--- src/rtl/bootGuardPkg.sv ---
package bootGuardPkg;
  typedef struct packed {
    logic load;   // reload window to full length
    logic clear;  // close window at once
    logic dec;    // consume one instruction cycle
  } cntCmd_t;
endpackage

--- src/rtl/bootGuardCtrl.sv ---
module bootGuardCtrl
  import bootGuardPkg::*;
#(
  parameter int KEY_W = 6,
  parameter logic [KEY_W-1:0] KEY_VALUE = 6'b101101
) (
  input  logic             keyWrEn,
  input  logic [KEY_W-1:0] keyWrData,
  input  logic             cycleTick,
  input  logic             jumpDecode,
  input  logic             irqTaken,
  input  logic             bkptHalt,
  input  logic             armed,
  output cntCmd_t          cmd,
  output logic             bootSel
);
  logic keyMatch;
  logic jumpTaken;

  assign keyMatch  = keyWrEn && (keyWrData == KEY_VALUE);
  assign jumpTaken = jumpDecode && armed;
  assign bootSel   = jumpTaken;

  // Priority: interrupt, consumed permission, key reload, tick.
  always_comb begin
    cmd = '0;
    if (irqTaken || jumpTaken) begin
      cmd.clear = 1'b1;
    end else if (keyMatch) begin
      cmd.load = 1'b1;
    end else if (armed && cycleTick && !bkptHalt) begin
      cmd.dec = 1'b1;
    end
  end
endmodule

--- src/rtl/bootGuardCount.sv ---
module bootGuardCount
  import bootGuardPkg::*;
#(
  parameter int WINDOW = 8,
  parameter int CNT_W  = 4
) (
  input  logic             clk,
  input  logic             rstN,
  input  cntCmd_t          cmd,
  output logic [CNT_W-1:0] count,
  output logic             nonZero
);
  localparam logic [CNT_W-1:0] FULL = CNT_W'(WINDOW);

  always_ff @(posedge clk) begin
    if (!rstN) begin
      count <= '0;
    end else if (cmd.clear) begin
      count <= '0;
    end else if (cmd.load) begin
      count <= FULL;
    end else if (cmd.dec) begin
      count <= count - 1'b1;
    end
  end

  assign nonZero = |count;
endmodule

--- src/rtl/bootJumpGuard.sv ---
module bootJumpGuard
  import bootGuardPkg::*;
#(
  parameter int KEY_W = 6,
  parameter logic [KEY_W-1:0] KEY_VALUE = 6'b101101,
  parameter int WINDOW = 8,
  localparam int CNT_W = $clog2(WINDOW + 1)
) (
  input  logic             clk,
  input  logic             rstN,
  input  logic             keyWrEn,
  input  logic [KEY_W-1:0] keyWrData,
  input  logic             cycleTick,
  input  logic             jumpDecode,
  input  logic             irqTaken,
  input  logic             bkptHalt,
  output logic             armed,
  output logic             bootSel,
  output logic [CNT_W-1:0] cyclesLeft
);
  cntCmd_t cmd;

  bootGuardCtrl #(.KEY_W(KEY_W), .KEY_VALUE(KEY_VALUE)) uCtrl (
    .keyWrEn(keyWrEn), .keyWrData(keyWrData), .cycleTick(cycleTick),
    .jumpDecode(jumpDecode), .irqTaken(irqTaken), .bkptHalt(bkptHalt),
    .armed(armed), .cmd(cmd), .bootSel(bootSel)
  );

  bootGuardCount #(.WINDOW(WINDOW), .CNT_W(CNT_W)) uCount (
    .clk(clk), .rstN(rstN), .cmd(cmd),
    .count(cyclesLeft), .nonZero(armed)
  );
endmodule

--- config.mk ---
export PLATFORM = sky130hd
export DESIGN_NAME = bootJumpGuard
export DESIGN_NICKNAME = d
export VERILOG_FILES = /design/src/rtl/bootGuardPkg.sv /design/src/rtl/bootGuardCtrl.sv /design/src/rtl/bootGuardCount.sv /design/src/rtl/bootJumpGuard.sv
export SDC_FILE = /design/constraint.sdc
export NUM_CORES = 1
export LEC_CHECK = 0
export BUFFER_PORTS_ARGS = -buffer_cell sky130_fd_sc_hd__buf_2
export CAP_MARGIN = 20
export CORE_AREA = 2 2 39 41
export CTS_BUF_LIST = sky130_fd_sc_hd__clkbuf_16
export DETAILED_ROUTE_END_ITERATION = 7
export DIE_AREA = 0 0 41 43
export PLACE_DENSITY = 0.53
export SKIP_LAST_GASP = 1
export SYNTH_ARGS = -nofsm -noshare
export SYNTH_HDL_FRONTEND = slang
export SYNTH_SLANG_ARGS = --single-unit
--- constraint.sdc ---
create_clock -name clk -period 4.25 [get_ports clk]
set_clock_uncertainty 0.2 [all_clocks]
set_input_delay 0.2125 -clock clk [delete_from_list [all_inputs] [get_ports clk]]
set_output_delay 0.2125 -clock clk [all_outputs]
set_load 0.01 [all_outputs]
==> qor.csv, run 1 <==
stage;metric;value;unit
worst_setup_path;Worst Path Required;4180;ps
grt;total grt overflow;0;
timing;max-slew violations;0;
floorplanning;core area;1380;um2
synth;Top FF cell, synth;dfxtp_1;
hold_path;Hold Crit Class;in2reg;
synth;Seq cells post-synth;4;
clocking;post-CTS setup buffer count;0;
hold_path;WHS Path Cells;2;
routing;number of remaining DRC errors;0;
worst_setup_path;Top Family by Delay on Critical Path;simple AND/OR/NAND/NOR gates;
worst_setup_path;reg-to-reg startpoint;uCount.count[0];
clocking;CTS tree;done;
worst_setup_path;Worst R2R End;uCount.count[1];
floorplanning;Initial Utilization;19.1;%
clocking;CTS resizes;0;
clocking;Reg clk slew, reported paths;30;ps
worst_setup_path;CP Capture Type;flip-flop;
timing;fmax;473;MHz
grt;gr usage total;11.1;%
final_layout;biggest regs;uCount.count (4);
timing;Max-slew headroom;68.2;%
synth;synth warn;0;
worst_setup_path;Crit. Startpoint;uCount.count[0];
final_layout;Biggest register;uCount.count;
grt;largest net degree at the start of global routing;6;
synth;Synth top area share;30.3;%
synth;Post-synth EDFFs;0;
final_layout;n_diodes;0;
synth;Yosys top cell by area;dfxtp_1;
power;pwr dens;428;nW/um2
routing;WL final;701;um
timing;Sum Neg Setup Slack;0;ps
timing;period utilization;49.7;%
worst_setup_path;WP buf/inv;1;
worst_setup_path;R2R setup slack;2140;ps
clocking;Root Buffer;clkbuf_16;
grt;initial antenna violation count;0;
final_layout;Finished Layout Cells;68;
synth;top cells by area, synth;dfxtp_1, a21oi_1, a311oi_2;
routing;final antenna-violating net count;0;
timing;Min Clock Period, post-route;2110;ps
synth;Synth Cell Area;264;um2
clocking;worst-skew pair later-pin latency;220;ps
synth;Mapped Nets;45;
placement;dpl hpwl;579;um
timing;RSZ-0062 raised after global routing;no;
final_layout;nets;68;
timing;Worst Max-Slew Pin Slew;470;ps
synth;Post-Synthesis Cells;31;
grt;number of global-route vias before repair;338;
grt;first-pass GRT wire length;1280;um
floorplanning;Rows;14;
clocking;CTS sink count;4;
timing;endpoints failing setup;0;
floorplanning;Die H;43;um
timing;Final Hold Fails;0;
final_layout;FF+latch area;80.1;um2
worst_setup_path;critical path cell sequence;inv_1 > ha_1 > or3b_4 > and2_4 > or4_4 > a311oi_2;
final_layout;flip-flop count of the largest register after layout;4;
synth;average instance area after synthesis;8.52;um2
final_layout;Multi-input gate area;169;um2
power;VDD IR-drop max;257;uV
worst_setup_path;CP max FO;5;
power;Leakage;0.203;nW
final_layout;# fillers;155;
routing;DR vias;313;
synth;sequential fraction of the synthesis area;30.3;%
placement;placed instance count;65;
placement;RePlAce Congestion;0.758;
placement;Port Buffers;18;
clocking;clk buf depth;2;
synth;Post-synth ARST share;0;%
worst_setup_path;CP Launch Type;flip-flop;
outcome;status;finished, final reports clean;
routing;DR WL/cell;10.3;um
clocking;# H-tree levels;1;
worst_setup_path;CP max stage cell;or4_4;
worst_setup_path;r2r worst-path depth;6;
hold_path;Worst Hold End;uCount.count[3];
floorplanning;Die ar.;1760;um2
synth;Netlist cell types;20;
clocking;Hold Buf Count CTS;0;
final_layout;layout cells sized above 1;48.1;%
job;max cap viols;0;
routing;DR pass1 iterations;2;
routing;Via-to-Cell Ratio;4.60;
hold_path;hold path startpoint;irqTaken;
floorplanning;num ports;19;
routing;Iter 0 DRT Violations;1;
worst_setup_path;CP peak stage delay;500;ps
clocking;cts bufs inserted;3;
synth;most common library cells after synthesis;dfxtp_1, inv_1, a21oi_1;
worst_setup_path;Setup CP Type;reg2reg;
worst_setup_path;Arrival @ worst endpoint;2050;ps
floorplanning;die width;41;um
final_layout;Area growth syn-to-layout;70.1;%
==> layer usage <==
layer	wire length, um	GRT usage [%]	vias to the layer above	share of wire (%)
met2	366	17.5	7	52
li1	-	-	160	-
met4	0	2.00	0	0
met1	273	10.9	146	39
met5	0	0	-	0
met3	61	9.42	0	8.7
==> how the worst max path moves through the flow <==
stage,to,slack (ps),cells after the start
2_1_floorplan,uCount.count[1],2150,6
3_3_place_gp,uCount.count[1],2160,6
3_5_place_dp,uCount.count[1],2170,6
4_1_cts,uCount.count[1],2130,6
5_1_grt,uCount.count[1],2040,6
6_report,uCount.count[1],2140,6
==> where the power goes <==
group | internal [W] | switching (W) | leakage (nW)
clock | 0.000120 | 0.0000255 | 0.0370
sequential | 0.0000379 | 0.0000000266 | 0.0322
combinational | 0.00000540 | 0.00000337 | 0.134
total | 0.000163 | 0.0000289 | 0.203
==> layout by cell type, fill, tap and decap left out <==
master,instances
or3_1,1
or4_4,1
nand3_1,2
or4_1,1
clkbuf_16,3
o31ai_1,1
dfxtp_1,4
nor3_1,2
xor2_1,1
and2_1,1
nor4b_1,1
a2111oi_0,1
buf_2,18
inv_1,4
nand2_1,2
o21ai_0,1
or3b_4,1
a21oi_1,3
a311oi_2,1
and2_4,1
ha_1,1
nand4b_1,1
==> cell type report <==
cell class              instances  area share [%]
repair buffers                 18            20.1
flip-flops and latches          4            17.8
inverters                       4            3.34
multi-input cells              23            37.6
well taps                      16            4.46
clock buffers                   3            16.7
==> through the flow <==
stage	util [%]	worst slack (ps)	hold WS [ps]	area (um2)	power (W)
final	32.5	2140	1.78	449	0.000192
after floorplan	-	2150	102	264	0.0000410
after global routing	32.5	2040	7.73	449	0.000202
after global placement	27.0	2160	234	374	0.0000470
after CTS	32.5	2130	2.82	449	0.000195
after detailed placement	27.0	2170	236	374	0.0000472
==> logic make-up (layout without fill, tap and decap cells) <==
| logic type | count (synthesis) | after routing | synth area share (%) |
|---|---|---|---|
| flops | 4 | 4 | 30.3 |
| simple gates | 14 | 14 | 36.5 |
| buf+inv | 4 | 25 | 5.69 |
| compound gates | 7 | 7 | 19.4 |
| fa+ha+maj | 1 | 1 | 4.74 |
| xor+xnor | 1 | 1 | 3.32 |
Note: power is estimated with default switching activity, not from simulation.
==> run 2, diff against run 1 <==
--- a/config.mk
+++ b/config.mk
@@ -5,13 +5,14 @@
 export SDC_FILE = /design/constraint.sdc
 export NUM_CORES = 1
 export LEC_CHECK = 0
+export ABC_AREA = 1
 export BUFFER_PORTS_ARGS = -buffer_cell sky130_fd_sc_hd__buf_2
 export CAP_MARGIN = 20
 export CORE_AREA = 2 2 39 41
 export CTS_BUF_LIST = sky130_fd_sc_hd__clkbuf_16
 export DETAILED_ROUTE_END_ITERATION = 7
 export DIE_AREA = 0 0 41 43
-export PLACE_DENSITY = 0.53
+export PLACE_DENSITY = 0.64
 export SKIP_LAST_GASP = 1
 export SYNTH_ARGS = -nofsm -noshare
 export SYNTH_HDL_FRONTEND = slang
==> constraint.sdc (replaced) <==
create_clock -name clk -period 1.9 [get_ports clk]
set_clock_uncertainty 0.2 [all_clocks]
set_input_delay 0.095 -clock clk [delete_from_list [all_inputs] [get_ports clk]]
set_output_delay 0.095 -clock clk [all_outputs]
set_load 0.01 [all_outputs]
==> qor.csv, run 2 <==
stage;metric;value;unit
synth;Post-Synthesis Cells;60;
synth;count leader, synth;nand2_1;
job;max cap viols;0;
synth;Post-synth ARST share;0;%
worst_setup_path;critical path cell sequence;inv_1 > ha_1 > nand2_2 > nand2_2 > nor2_4 > nand2_2 > inv_2 > nand2_1 > nand2_1 > nor2_2;
synth;Post-synth EDFFs;0;
routing;final antenna-violating net count;0;
clocking;# H-tree levels;1;
worst_setup_path;CP Launch Type;flip-flop;
placement;dpl hpwl;630;um
synth;sequential fraction of the synthesis area;21.0;%
synth;Synth Cell Area;382;um2
final_layout;n_diodes;0;
clocking;clk buf depth;2;
clocking;post-CTS setup buffer count;0;
synth;synth warn;0;
synth;Netlist cell types;17;
final_layout;layout cells sized above 1;47.6;%
floorplanning;die width;41;um
grt;largest net degree at the start of global routing;6;
synth;Top FF cell, synth;dfxtp_1;
hold_path;Worst Hold End;uCount.count[3];
synth;Mapped Nets;74;
routing;number of remaining DRC errors;0;
grt;total grt overflow;0;
grt;number of global-route vias before repair;372;
floorplanning;Die H;43;um
timing;Sum Neg Setup Slack;0;ps
timing;Final Hold Fails;0;
outcome;status;finished, final reports clean;
worst_setup_path;Arrival @ worst endpoint;1500;ps
grt;first-pass GRT wire length;1370;um
worst_setup_path;Worst Path Required;1820;ps
final_layout;Area growth syn-to-layout;51.1;%
timing;Min Clock Period, post-route;1590;ps
final_layout;most common cell after layout, fill and taps aside;buf_2;
synth;Seq cells post-synth;4;
floorplanning;core area;1380;um2
clocking;CTS tree;done;
power;total chip power;0.000447;W
timing;Worst Max-Slew Pin Slew;192;ps
hold_path;Hold Crit Class;in2reg;
worst_setup_path;R2R setup slack;310;ps
placement;RePlAce Congestion;0.665;
clocking;CTS sink count;4;
final_layout;nets;98;
timing;fmax;631;MHz
hold_path;hold path startpoint;irqTaken;
clocking;Root Buffer;clkbuf_16;
synth;Synth top area share;21.0;%
timing;max-slew violations;0;
floorplanning;Initial Utilization;27.6;%
final_layout;most frequent cells in the layout;buf_2, nand2_1, nor2_1;
worst_setup_path;r2r worst-path depth;10;
timing;Max-slew headroom;87.2;%
final_layout;biggest regs;uCount.count (4);
hold_path;WHS Path Cells;6;
clocking;cts bufs inserted;3;
timing;RSZ-0062 raised after global routing;no;
routing;DR WL/cell;7.72;um
timing;endpoints failing setup;0;
worst_setup_path;CP max stage cell;dfxtp_1;
routing;DR vias;399;
worst_setup_path;Worst R2R End;uCount.count[1];
final_layout;flip-flop count of the largest register after layout;4;
synth;top cells by area, synth;dfxtp_1, nand2_1, nor2_1;
grt;initial antenna violation count;0;
routing;WL final;757;um
worst_setup_path;CP Capture Type;flip-flop;
clocking;CTS resizes;0;
worst_setup_path;Setup CP Type;reg2reg;
floorplanning;num ports;19;
routing;DR pass1 iterations;4;
clocking;Hold Buf Count CTS;1;
timing;Hold WS;59.6;ps
synth;Yosys top cell by area;dfxtp_1;
final_layout;Biggest register;uCount.count;
floorplanning;Rows;14;
worst_setup_path;most frequent cell on the critical path;nand2_2;
routing;Via-to-Cell Ratio;4.07;
routing;Iter 0 DRT Violations;5;
floorplanning;Die ar.;1760;um2
power;pwr dens;774;nW/um2
timing;period utilization;83.5;%
clocking;worst-skew pair later-pin latency;220;ps
worst_setup_path;CP peak stage delay;330;ps
grt;gr usage total;11.8;%
synth;most common library cells after synthesis;nand2_1, nor2_1, inv_1;
worst_setup_path;CP max FO;4;
worst_setup_path;reg-to-reg startpoint;uCount.count[0];
clocking;Reg clk slew, reported paths;30;ps
power;VDD IR-drop max;342;uV
placement;Port Buffers;18;
synth;average instance area after synthesis;6.36;um2
power;Leakage;0.313;nW
[run 2: critical path: cells and delay by family, from the launching register on]
| family | cells | cell delay [ps] |
|---|---|---|
| buffers and inverters | 2 | 150 |
| AND/OR/NAND/NOR | 7 | 550 |
| flip-flops | 1 | 330 |
| adder cells (fa/ha/maj) | 1 | 240 |
[run 2: report_power, final]
group          internal (W)  switching, W
Combinational     0.0000172     0.0000179
Sequential        0.0000847  0.0000000525
Clock              0.000269     0.0000581
[run 2: per-layer routing]
layer  global-route usage [%]  vias up  wire length (um)
met2                     18.4       17               340
met3                     4.71        2                67
met4                     8.00        0                25
met5                        0        -                 0
met1                     12.1      158               325
li1                         -      222                 -
[run 2: cell families (layout without fill, tap and decap cells)]
family,count (synthesis),in the layout,synth area share (%)
DFF,4,4,21.0
xor gates and xnor gates,1,1,2.30
buffers and inverters,13,35,13.4
adders and majority gates,1,1,3.28
AOI/OAI and AO/OA,3,3,5.57
and+or+nand+nor,38,38,54.4
[run 2: how the worst max path moves through the flow]
stage,end,cells past startpoint,start
floorplan,uCount.count[1],10,uCount.count[0]
global placement,uCount.count[1],10,uCount.count[0]
detailed placement,uCount.count[1],10,uCount.count[0]
CTS,uCount.count[1],10,uCount.count[0]
global route,uCount.count[1],10,uCount.count[0]
finish,uCount.count[1],10,uCount.count[0]
[run 2: final cells by class]
class                   count  area (um2)
multi-input cells          43         250
inverters                  13        51.3
fillers                   142         807
repair buffers             19         100
flip-flops and latches      4        80.1
well taps                  16        20.0
clock buffers               3        75.1
[run 2: per-stage QoR]
step                      util [%]  cell area [um2]  worst slack [ps]  instances
after floorplan                  -              382               298         60
after global routing          41.7              577               157         98
after global placement        35.5              492               319         94
after CTS                     41.7              577               293         98
after detailed placement      35.5              492               309         94
final                         41.7              577               314         98
==> run 3, diff against run 2 <==
--- a/config.mk
+++ b/config.mk
@@ -5,14 +5,14 @@
 export SDC_FILE = /design/constraint.sdc
 export NUM_CORES = 1
 export LEC_CHECK = 0
-export ABC_AREA = 1
+export ABC_AREA = 0
 export BUFFER_PORTS_ARGS = -buffer_cell sky130_fd_sc_hd__buf_2
 export CAP_MARGIN = 20
 export CORE_AREA = 2 2 39 41
 export CTS_BUF_LIST = sky130_fd_sc_hd__clkbuf_16
 export DETAILED_ROUTE_END_ITERATION = 7
 export DIE_AREA = 0 0 41 43
-export PLACE_DENSITY = 0.64
+export PLACE_DENSITY = 0.54
 export SKIP_LAST_GASP = 1
 export SYNTH_ARGS = -nofsm -noshare
 export SYNTH_HDL_FRONTEND = slang
==> constraint.sdc (replaced) <==
create_clock -name clk -period 1.4 [get_ports clk]
set_clock_uncertainty 0.2 [all_clocks]
set_input_delay 0.07 -clock clk [delete_from_list [all_inputs] [get_ports clk]]
set_output_delay 0.07 -clock clk [all_outputs]
set_load 0.01 [all_outputs]
==> qor.csv, run 3 (synthesis results as in run 1) <==
stage;metric;value;unit
clocking;# H-tree levels;1;
timing;endpoints failing setup;6;
hold_path;Hold Crit Class;in2reg;
routing;final antenna-violating net count;0;
clocking;cts bufs inserted;3;
final_layout;Finished Layout Cells;82;
timing;Setup WS post-layout;-592;ps
placement;RePlAce Congestion;0.757;
timing;RSZ-0062 raised after global routing;yes;
routing;DR WL/cell;10.7;um
grt;gr usage total;12.4;%
clocking;Reg clk slew, reported paths;30;ps
floorplanning;Rows;14;
worst_setup_path;CP max FO;5;
outcome;status;finished with violations;
final_layout;flip-flop count of the largest register after layout;4;
timing;max-slew violations;0;
worst_setup_path;Setup CP Type;reg2reg;
floorplanning;Die H;43;um
final_layout;# fillers;138;
final_layout;most common cell after layout, fill and taps aside;buf_2;
final_layout;nets;82;
worst_setup_path;CP Launch Type;flip-flop;
timing;Hold WS;-61.7;ps
placement;Port Buffers;18;
routing;WL final;878;um
floorplanning;core area;1380;um2
routing;number of remaining DRC errors;0;
timing;Max-slew headroom;79.2;%
placement;placed instance count;76;
power;VDD IR-drop max;609;uV
final_layout;n_diodes;0;
grt;first-pass GRT wire length;1430;um
clocking;CTS sink count;4;
routing;Via-to-Cell Ratio;4.71;
power;pwr dens;995;nW/um2
timing;Min Clock Period, post-route;1990;ps
grt;number of global-route vias before repair;380;
grt;total grt overflow;0;
routing;DR vias;386;
timing;Worst Max-Slew Pin Slew;308;ps
final_layout;Biggest register;uCount.count;
clocking;CTS tree;done;
final_layout;biggest regs;uCount.count (4);
grt;initial antenna violation count;0;
power;Leakage;0.276;nW
timing;period utilization;142;%
placement;dpl hpwl;683;um
final_layout;Area growth syn-to-layout;128;%
timing;Final Hold Fails;1;
final_layout;layout cells sized above 1;71.2;%
final_layout;most frequent cells in the layout;buf_2, buf_4, clkbuf_16;
floorplanning;Initial Utilization;19.1;%
job;max cap viols;0;
timing;fmax;502;MHz
final_layout;share of the core filled with cells;43.5;%
worst_setup_path;Arrival @ worst endpoint;1930;ps
routing;DR pass1 iterations;1;
floorplanning;Die ar.;1760;um2
outcome;failing checks;negative hold slack, negative setup slack;
grt;largest net degree at the start of global routing;6;
floorplanning;num ports;19;
worst_setup_path;CP Capture Type;flip-flop;
routing;Iter 0 DRT Violations;0;
timing;Sum Neg Setup Slack;-2420;ps
floorplanning;die width;41;um
clocking;Root Buffer;clkbuf_16;
clocking;clk buf depth;2;
worst_setup_path;Worst Path Required;1330;ps
clocking;worst-skew pair later-pin latency;230;ps
-- run 3: area by class of cell --
class / count / area (um2) / area share [%]
clock buffer: 3 / 75.1 / 12.5
tap: 16 / 20.0 / 3.33
inverter: 4 / 15.0 / 2.49
sequential: 4 / 82.6 / 13.7
timing repair buffer: 32 / 201 / 33.5
multi-input combinational: 23 / 208 / 34.5
-- run 3: where the power goes --
part           internal, W   total, W  switching, W
logic            0.0000219  0.0000360     0.0000141
clock network     0.000365   0.000448     0.0000830
registers         0.000115   0.000115  0.0000000493
total             0.000502   0.000599     0.0000971
-- run 3: per-layer routing --
| layer | share of wire, % | wire length [um] | global-route usage [%] |
|---|---|---|---|
| met5 | 0 | 0 | 0 |
| met1 | 39 | 342 | 12.5 |
| met3 | 7.9 | 69 | 3.14 |
| met2 | 50 | 443 | 20.9 |
| met4 | 2.5 | 22 | 8.00 |
-- run 3: what timing repair did --
action / 4_1_cts / 5_1_grt
pin swaps: 1 / 0
gates resized for setup: 8 / 1
endpoints found under the setup margin: 6 / 6
buffers inserted: 2 / 3
hold endpoints to repair: 1 / 1
-- run 3: path summary, 6_finish.rpt --
| path | from | to | slack, ps | cells past startpoint |
|---|---|---|---|---|
| setup / recovery | uCount.count[0] | uCount.count[1] | -590 | 6 |
| hold / removal | irqTaken | uCount.count[3] | -60 | 3 |
| hold reg to reg | uCount.count[1] | uCount.count[1] | 400 | 3 |
| setup reg to reg | uCount.count[0] | uCount.count[1] | -590 | 6 |
-- run 3: critical path: stages, from the launching register on --
cell and delay (ps):
dfxtp_2 310, inv_2 70, ha_4 130, or3b_4 390, and2_4 150, or4_4 460
a311oi_2 190
-- run 3: stage by stage --
| step | hold slack (ps) | cell area (um2) | power, W | worst slack [ps] |
|---|---|---|---|---|
| global route | -50.1 | 602 | 0.000612 | -638 |
| CTS | -61.7 | 583 | 0.000602 | -585 |
| detailed placement | 150 | 459 | 0.000150 | -650 |
| floorplan | -40.3 | 267 | 0.000124 | -652 |
| global placement | 146 | 459 | 0.000148 | -612 |
| finish | -61.7 | 602 | 0.000599 | -592 |
